$ cat src/rtl/tmr_pkg.sv
package tmr_pkg;
  localparam int unsigned N_TMR  = 2;
  localparam int unsigned BYTE_W = 8;
  localparam int unsigned CNT_W  = 2 * BYTE_W;
  localparam int unsigned CTL_W  = 4;
  localparam int unsigned ADDR_W = 3;

  localparam logic [ADDR_W-1:0] CTL_ADDR = ADDR_W'(2 * N_TMR);
  localparam logic [ADDR_W-1:0] FLG_ADDR = ADDR_W'(2 * N_TMR + 1);
  localparam logic [ADDR_W-1:0] PRE_ADDR = ADDR_W'(2 * N_TMR + 2);

  // per-timer control nibble, bit 0 is run
  typedef struct packed {
    logic reload;
    logic gate_en;
    logic ev_mode;
    logic run;
  } tmr_ctl_t;
endpackage

$ cat src/rtl/tmr_prescaler.sv
module tmr_prescaler #(
  parameter int unsigned SLOW_DIV = 12,
  parameter int unsigned FAST_DIV = 4
) (
  input  logic clk,
  input  logic rst_n,
  input  logic fast,
  output logic tick_o
);
  localparam int unsigned PW = $clog2(SLOW_DIV);

  logic [PW-1:0] pcnt_q, pcnt_d;
  logic [PW-1:0] lim;

  always_comb begin
    lim    = fast ? PW'(FAST_DIV - 1) : PW'(SLOW_DIV - 1);
    tick_o = (pcnt_q >= lim);
    pcnt_d = tick_o ? '0 : pcnt_q + 1'b1;
  end

  always_ff @(posedge clk or negedge rst_n) begin
    if (!rst_n) pcnt_q <= '0;
    else        pcnt_q <= pcnt_d;
  end

  // a tick restarts the divider, so two ticks never touch
  a_r3_tick_spaced: assert property (@(posedge clk) disable iff (!rst_n)
    tick_o |=> !tick_o);
endmodule

$ cat src/rtl/tmr_edge.sv
module tmr_edge (
  input  logic clk,
  input  logic rst_n,
  input  logic pin,
  output logic fall_o
);
  logic samp_q, prev_q;

  always_ff @(posedge clk or negedge rst_n) begin
    if (!rst_n) begin
      samp_q <= 1'b0;
      prev_q <= 1'b0;
    end else begin
      samp_q <= pin;
      prev_q <= samp_q;
    end
  end

  assign fall_o = prev_q & ~samp_q;

  // one fall is followed by a low sample, never a second fall
  a_r4_fall_once: assert property (@(posedge clk) disable iff (!rst_n)
    fall_o |=> !fall_o);
endmodule

$ cat src/rtl/tmr_core.sv
module tmr_core
  import tmr_pkg::*;
(
  input  logic              clk,
  input  logic              rst_n,
  input  tmr_ctl_t          ctl,
  input  logic              gate_pin,
  input  logic              ptick,
  input  logic              fall,
  input  logic              wr_lo,
  input  logic              wr_hi,
  input  logic [BYTE_W-1:0] wdata,
  input  logic              clr_flag,
  output logic [CNT_W-1:0]  cnt_o,
  output logic              flag_o,
  output logic              tick_o
);
  logic [BYTE_W-1:0] lo_q, lo_d, hi_q, hi_d;
  logic              flag_d;
  logic              gate_ok, cnt_en, step, ovf;

  always_comb begin
    gate_ok = ~ctl.gate_en | gate_pin;
    cnt_en  = ctl.run & gate_ok;
    step    = cnt_en & (ctl.ev_mode ? fall : ptick) & ~(wr_lo | wr_hi);
    lo_d    = lo_q;
    hi_d    = hi_q;
    ovf     = 1'b0;
    if (step) begin
      if (ctl.reload) begin
        if (&lo_q) begin
          lo_d = hi_q;
          ovf  = 1'b1;
        end else begin
          lo_d = lo_q + 1'b1;
        end
      end else begin
        {hi_d, lo_d} = {hi_q, lo_q} + 1'b1;
        ovf          = &{hi_q, lo_q};
      end
    end
    if (wr_lo) lo_d = wdata;
    if (wr_hi) hi_d = wdata;
    flag_d = ovf ? 1'b1 : (clr_flag ? 1'b0 : flag_o);
  end

  always_ff @(posedge clk or negedge rst_n) begin
    if (!rst_n) begin
      lo_q   <= '0;
      hi_q   <= '0;
      flag_o <= 1'b0;
      tick_o <= 1'b0;
    end else begin
      lo_q   <= lo_d;
      hi_q   <= hi_d;
      flag_o <= flag_d;
      tick_o <= ovf;
    end
  end

  assign cnt_o = {hi_q, lo_q};

  a_r5_hold: assert property (@(posedge clk) disable iff (!rst_n)
    ((!ctl.run || (ctl.gate_en && !gate_pin)) && !wr_lo && !wr_hi)
      |=> $stable(cnt_o));

  a_r6_wrap: assert property (@(posedge clk) disable iff (!rst_n)
    (step && !ctl.reload && (&cnt_o)) |=> (cnt_o == '0 && flag_o && tick_o));

  a_r7_reload: assert property (@(posedge clk) disable iff (!rst_n)
    (step && ctl.reload && (&lo_q)) |=> (lo_q == $past(hi_q) && hi_q == $past(hi_q)));

  a_r8_clear_cause: assert property (@(posedge clk) disable iff (!rst_n)
    $fell(flag_o) |-> $past(clr_flag));

  a_r9_write_wins: assert property (@(posedge clk) disable iff (!rst_n)
    wr_lo |=> (lo_q == $past(wdata)));

  a_r10_tick_single: assert property (@(posedge clk) disable iff (!rst_n)
    tick_o |=> !tick_o);

  a_r10_tick_flag: assert property (@(posedge clk) disable iff (!rst_n)
    tick_o |-> flag_o);
endmodule

$ cat src/rtl/dual_tmr_cnt.sv
module dual_tmr_cnt
  import tmr_pkg::*;
#(
  parameter int unsigned SLOW_DIV = 12,
  parameter int unsigned FAST_DIV = 4
) (
  input  logic              clk,
  input  logic              rst_n,
  input  logic              reg_wr,
  input  logic [ADDR_W-1:0] reg_addr,
  input  logic [BYTE_W-1:0] reg_wdata,
  output logic [BYTE_W-1:0] reg_rdata,
  input  logic [N_TMR-1:0]  ev_pin,
  input  logic [N_TMR-1:0]  gate_pin,
  output logic [N_TMR-1:0]  ovf_flag,
  output logic [N_TMR-1:0]  baud_tick
);
  logic [BYTE_W-1:0] ctl_q, ctl_d;
  logic              fast_q, fast_d;
  logic              ptick;
  logic [CNT_W-1:0]  cnt [N_TMR];
  logic [N_TMR-1:0]  fall;

  always_comb begin
    ctl_d  = ctl_q;
    fast_d = fast_q;
    if (reg_wr && reg_addr == CTL_ADDR) ctl_d  = reg_wdata;
    if (reg_wr && reg_addr == PRE_ADDR) fast_d = reg_wdata[0];
  end

  always_ff @(posedge clk or negedge rst_n) begin
    if (!rst_n) begin
      ctl_q  <= '0;
      fast_q <= 1'b0;
    end else begin
      ctl_q  <= ctl_d;
      fast_q <= fast_d;
    end
  end

  tmr_prescaler #(.SLOW_DIV(SLOW_DIV), .FAST_DIV(FAST_DIV)) u_pre (
    .clk(clk), .rst_n(rst_n), .fast(fast_q), .tick_o(ptick));

  for (genvar i = 0; i < N_TMR; i++) begin : g_tmr
    localparam logic [ADDR_W-1:0] LO_A = ADDR_W'(2 * i);
    localparam logic [ADDR_W-1:0] HI_A = ADDR_W'(2 * i + 1);
    tmr_ctl_t ctl_i;
    assign ctl_i = tmr_ctl_t'(ctl_q[CTL_W*i +: CTL_W]);

    tmr_edge u_edge (
      .clk(clk), .rst_n(rst_n), .pin(ev_pin[i]), .fall_o(fall[i]));

    tmr_core u_core (
      .clk(clk), .rst_n(rst_n), .ctl(ctl_i), .gate_pin(gate_pin[i]),
      .ptick(ptick), .fall(fall[i]),
      .wr_lo(reg_wr && reg_addr == LO_A),
      .wr_hi(reg_wr && reg_addr == HI_A),
      .wdata(reg_wdata),
      .clr_flag(reg_wr && reg_addr == FLG_ADDR && reg_wdata[i]),
      .cnt_o(cnt[i]), .flag_o(ovf_flag[i]), .tick_o(baud_tick[i]));
  end

  always_comb begin
    reg_rdata = '0;
    for (int i = 0; i < N_TMR; i++) begin
      if (reg_addr == ADDR_W'(2 * i))     reg_rdata = cnt[i][BYTE_W-1:0];
      if (reg_addr == ADDR_W'(2 * i + 1)) reg_rdata = cnt[i][CNT_W-1:BYTE_W];
    end
    if (reg_addr == CTL_ADDR) reg_rdata = ctl_q;
    if (reg_addr == FLG_ADDR) reg_rdata = BYTE_W'(ovf_flag);
    if (reg_addr == PRE_ADDR) reg_rdata = BYTE_W'(fast_q);
  end

  // a control write is visible on the next read
  a_r2_ctl_store: assert property (@(posedge clk) disable iff (!rst_n)
    (reg_wr && reg_addr == CTL_ADDR) |=> (ctl_q == $past(reg_wdata)));
endmodule

$ cat config.mk
export PLATFORM = sky130hd
export DESIGN_NAME = dual_tmr_cnt
export DESIGN_NICKNAME = d
export VERILOG_FILES = /design/src/rtl/tmr_pkg.sv /design/src/rtl/tmr_prescaler.sv /design/src/rtl/tmr_edge.sv /design/src/rtl/tmr_core.sv /design/src/rtl/dual_tmr_cnt.sv
export SDC_FILE = /design/constraint.sdc
export NUM_CORES = 1
export LEC_CHECK = 0
export BUFFER_PORTS_ARGS = -buffer_cell sky130_fd_sc_hd__buf_2
export CORE_UTILIZATION = 50
export CTS_CLUSTER_SIZE = 24
export DETAILED_ROUTE_END_ITERATION = 8
export HOLD_SLACK_MARGIN = 0.15
export PLACE_DENSITY = 0.77
export SLEW_MARGIN = 10
export SYNTH_ARGS = -nofsm -noshare
export SYNTH_HDL_FRONTEND = slang
export SYNTH_SLANG_ARGS = --single-unit
$ cat constraint.sdc
create_clock -name clk -period 4.4 [get_ports clk]
set_input_delay 1.32 -clock clk [delete_from_list [all_inputs] [get_ports clk]]
set_output_delay 1.32 -clock clk [all_outputs]
set_load 0.05 [all_outputs]
==> impl_metrics.yaml <==
run_status:
  status: "finished with violations"
  violations: "DRC"
layout:
  area_growth_pct: 6.613
  n_fill_cell: 558
  drive_gt1_share_pct: 17.10
  diodes: 0
  regArea_sq_um: 1326
  nets: 407
  multiInputGateArea_sq_um: 1921
job:
  drv_cap: 0
logic_synthesis:
  synthArstFlopShare_pct: 100.0
  ys.flop_type: "dfrtp_1"
  synth_cell_types: 52
  synthCells: 373
  synth-seq-cells: 53
  synth.cell_area_sq_um: 3425
  yosys.area.top_type: "dfrtp_1"
  avgSynthCellArea_sq_um: 9.181
  yosysSeqAreaShare_pct: 38.73
  synth_edf_count: 0
  synth.net_count: 395
  yosysTopAreaCellShare_pct: 38.73
  synth_area_leaders: "dfrtp_1 39%, mux4_2 4.6%, nor2_1 4.1%, nand2_1 3.6%, mux2_2 3.0%"
  yosys_warnings: 0
power_and_ir_drop:
  vdd_ir_drop_max_v: 0.0003749
  p_leak_nw: 1.474
  powerDensity_nw_per_um2: 484.2
worst_hold_path:
  hold_path_startpoint: "g_tmr[1].u_edge.samp_q"
  min_to: "g_tmr[1].u_edge.prev_q"
  holdPathStages: 0
  hold_path_class: "reg2reg"
clock_tree:
  cts_buffer_depth: 2
  holdBufCountCts: 0
  cts_resized: 0
  cts_tree: "built"
  clk_pin_slew_worst_paths_ns: 0.09
  post_cts_buffers: 0
  h-tree-depth: 2
  cts.sink_count: 53
  cts-root-buf: "clkbuf_8"
  numCtsBuffers: 5
  insertion_delay_ns: 0.31
routing:
  drc: 2
  routed_wirelength_mm: 9.235
  viasPerCell: 6.732
  drt_iter0_drc: 298
  dr_total_vias: 3117
  dr.pass1.iters: 9
  highest_layer: "met4"
  avgRoutedWirePerCell_um: 19.95
  wl_met3_um: 860
  wirelength_met1_mm: 3.977
  wl_met2_mm: 4.139
  final_antenna_net_count: 0
sta:
  slew_viol_final: 0
  fin_ws_ns: 0.3540
  slew_headroom_pct: 40.37
  skew_ns: 0.006800
  setup_violations: 0
  worstMarginPinSlew_ns: 0.8944
  finalCriticalPeriod_ns: 4.046
  hold_viol_final: 0
  finalSetupTns_ns: 0
  max_clock_freq_mhz: 247.2
  rsz0062_at_grt: "no"
  fin_crit_sh_pct: 91.95
global_route:
  grt_usage_pct: 27.50
  first_global_vias: 2963
  antenna_found_initial: 1
  grt_max_degree: 40
  overflow: 0
  grt_pass1_wl_mm: 15.14
floorplanning:
  core.rowCount: 29
  fp.coreArea_sq_um: 6495
  die_w_um: 84.76
  start_util_pct: 52.73
  die_h_um: 84.76
  ios: 30
  die-area_sq_um: 7184
setup_path:
  reg2reg_to: "g_tmr[1].u_core.flag_o"
  cp_data_arrival_time_ns: 2.73
  path_max_fanout: 18
  crit_path_end_kind: "primary output"
  start_kind: "input pin"
  path_class: "in2out"
  crit_required_ns: 3.08
  crit-reg2reg-launch: "g_tmr[1].u_edge.samp_q"
  ff2ff_setup_slack_ns: 2.10
  reg2reg_depth: 5
place:
  portBuffers: 29
  gp_congestion: 1.043
  place_hpwl_mm: 6.749
  post-place-ws_ns: 0.3516
-- registers in the layout, summed over array words and instances, names as in the netlist --
register / cells
ctl_q: 8
fast_q: 1
g_tmr.u_core.flag_o: 2
g_tmr.u_core.hi_q: 16
g_tmr.u_core.lo_q: 16
g_tmr.u_core.tick_o: 2
g_tmr.u_edge.prev_q: 2
g_tmr.u_edge.samp_q: 2
u_pre.pcnt_q: 4
-- per-layer routing --
| metal | GRT usage, % | up-vias |
|---|---|---|
| met2 | 41.83 | 192 |
| met3 | 5.113 | 30 |
| met5 | 0 | - |
| met4 | 11.71 | 0 |
| met1 | 38.68 | 1481 |
| li1 | - | 1414 |
-- worst max-delay path: stages --
cell	delay, ns
buf_2	0.36
mux4_2	0.56
mux2_2	0.26
buf_2	0.21
-- worst max-delay path by stage --
stage / from / end / slack, ns / cells past startpoint
after CTS: reg_addr[0] / reg_rdata[1] / 0.35 / 4
after global routing: reg_addr[0] / reg_rdata[1] / 0.30 / 4
after global placement: reg_addr[0] / reg_rdata[1] / 0.37 / 4
final: reg_addr[0] / reg_rdata[1] / 0.35 / 4
after detailed placement: reg_addr[0] / reg_rdata[1] / 0.35 / 4
after floorplan: reg_addr[0] / reg_rdata[3] / 0.13 / 5
-- where the power goes --
group          total [mW]  switching, mW  internal [mW]
logic               0.637          0.352          0.285
registers           0.857          0.240          0.617
clock network       0.275          0.162          0.112
-- stage by stage --
| stage | instance area (sq um) | utilization, % | power, mW | hold WS [ns] | cells |
|---|---|---|---|---|---|
| after floorplan | 3428 | - | 1.299 | 0.3456 | 373 |
| after global placement | 3563 | 54.86 | 1.464 | 0.3541 | 455 |
| after detailed placement | 3563 | 54.86 | 1.484 | 0.3613 | 455 |
| after CTS | 3651 | 56.21 | 1.760 | 0.3842 | 463 |
| after global routing | 3651 | 56.21 | 1.875 | 0.3940 | 463 |
| final | 3651 | 56.21 | 1.768 | 0.3853 | 463 |
-- cells in the final DEF (no fill, tap or decap), types with 3 or more instances in the layout --
| master | count |
|---|---|
| dfrtp_1 | 53 |
| nor2_1 | 37 |
| nand2_1 | 33 |
| buf_2 | 29 |
| o21ai_0 | 16 |
| inv_1 | 14 |
| nand4_1 | 14 |
| a21oi_1 | 14 |
| nand3_1 | 12 |
| a221o_1 | 10 |
| mux2_2 | 9 |
| xor2_1 | 9 |
| o22ai_1 | 8 |
| nor3_1 | 8 |
| mux4_2 | 7 |
| a211oi_1 | 7 |
| xnor2_1 | 6 |
| and3_1 | 6 |
| mux2i_1 | 5 |
| nand2b_1 | 5 |
| a31oi_1 | 5 |
| nor2b_1 | 5 |
| nand4b_1 | 5 |
| nor4_1 | 5 |
| clkbuf_8 | 5 |
| or3_1 | 4 |
| o221a_2 | 4 |
| a21o_1 | 4 |
| a41oi_1 | 4 |
| ha_1 | 4 |
| o21a_1 | 3 |
| and4_1 | 3 |
| a22oi_1 | 3 |
| buf_4 | 3 |
-- cells by family (layout without fill, tap and decap cells) --
logic type | count (synthesis) | after routing | synth area share [%]
AOI/OAI and AO/OA | 90 | 90 | 19.29
adders and majority gates | 4 | 4 | 1.462
muxes | 21 | 21 | 9.025
xor gates and xnor gates | 15 | 15 | 3.836
and+or+nand+nor | 149 | 149 | 22.36
buffers and inverters | 41 | 54 | 5.298
DFF | 53 | 53 | 38.73
-- synthesized netlist by cell type, drive strengths merged, types with 2 or more instances --
master	n
mux2	9
xor2	9
clkbuf	20
xnor2	6
o21bai	2
and3	6
nand2b	5
a21o	4
mux4	7
mux2i	5
nand2	34
ha	4
o311ai	2
and4	3
nand4b	5
dfrtp	53
or2	2
inv	14
nor4b	2
nor2b	5
nor4	5
a211oi	7
o221a	4
a41oi	4
o22ai	8
or3	4
buf	7
a2111oi	2
a31oi	5
a221o	10
nand3b	2
a21oi	15
a22oi	3
nor2	37
nand3	12
o21a	3
o21ai	16
nor3	8
and2	2
nand4	14
-- final cells by class --
type,count,area share (%)
multi-input combinational,279,52.60
sequential,53,36.33
timing repair buffer,32,4.592
tap,77,2.639
clock buffer,6,1.988
inverter,14,1.439
clock inverter,2,0.4112
No activity file was read; power rests on OpenSTA's default activity.
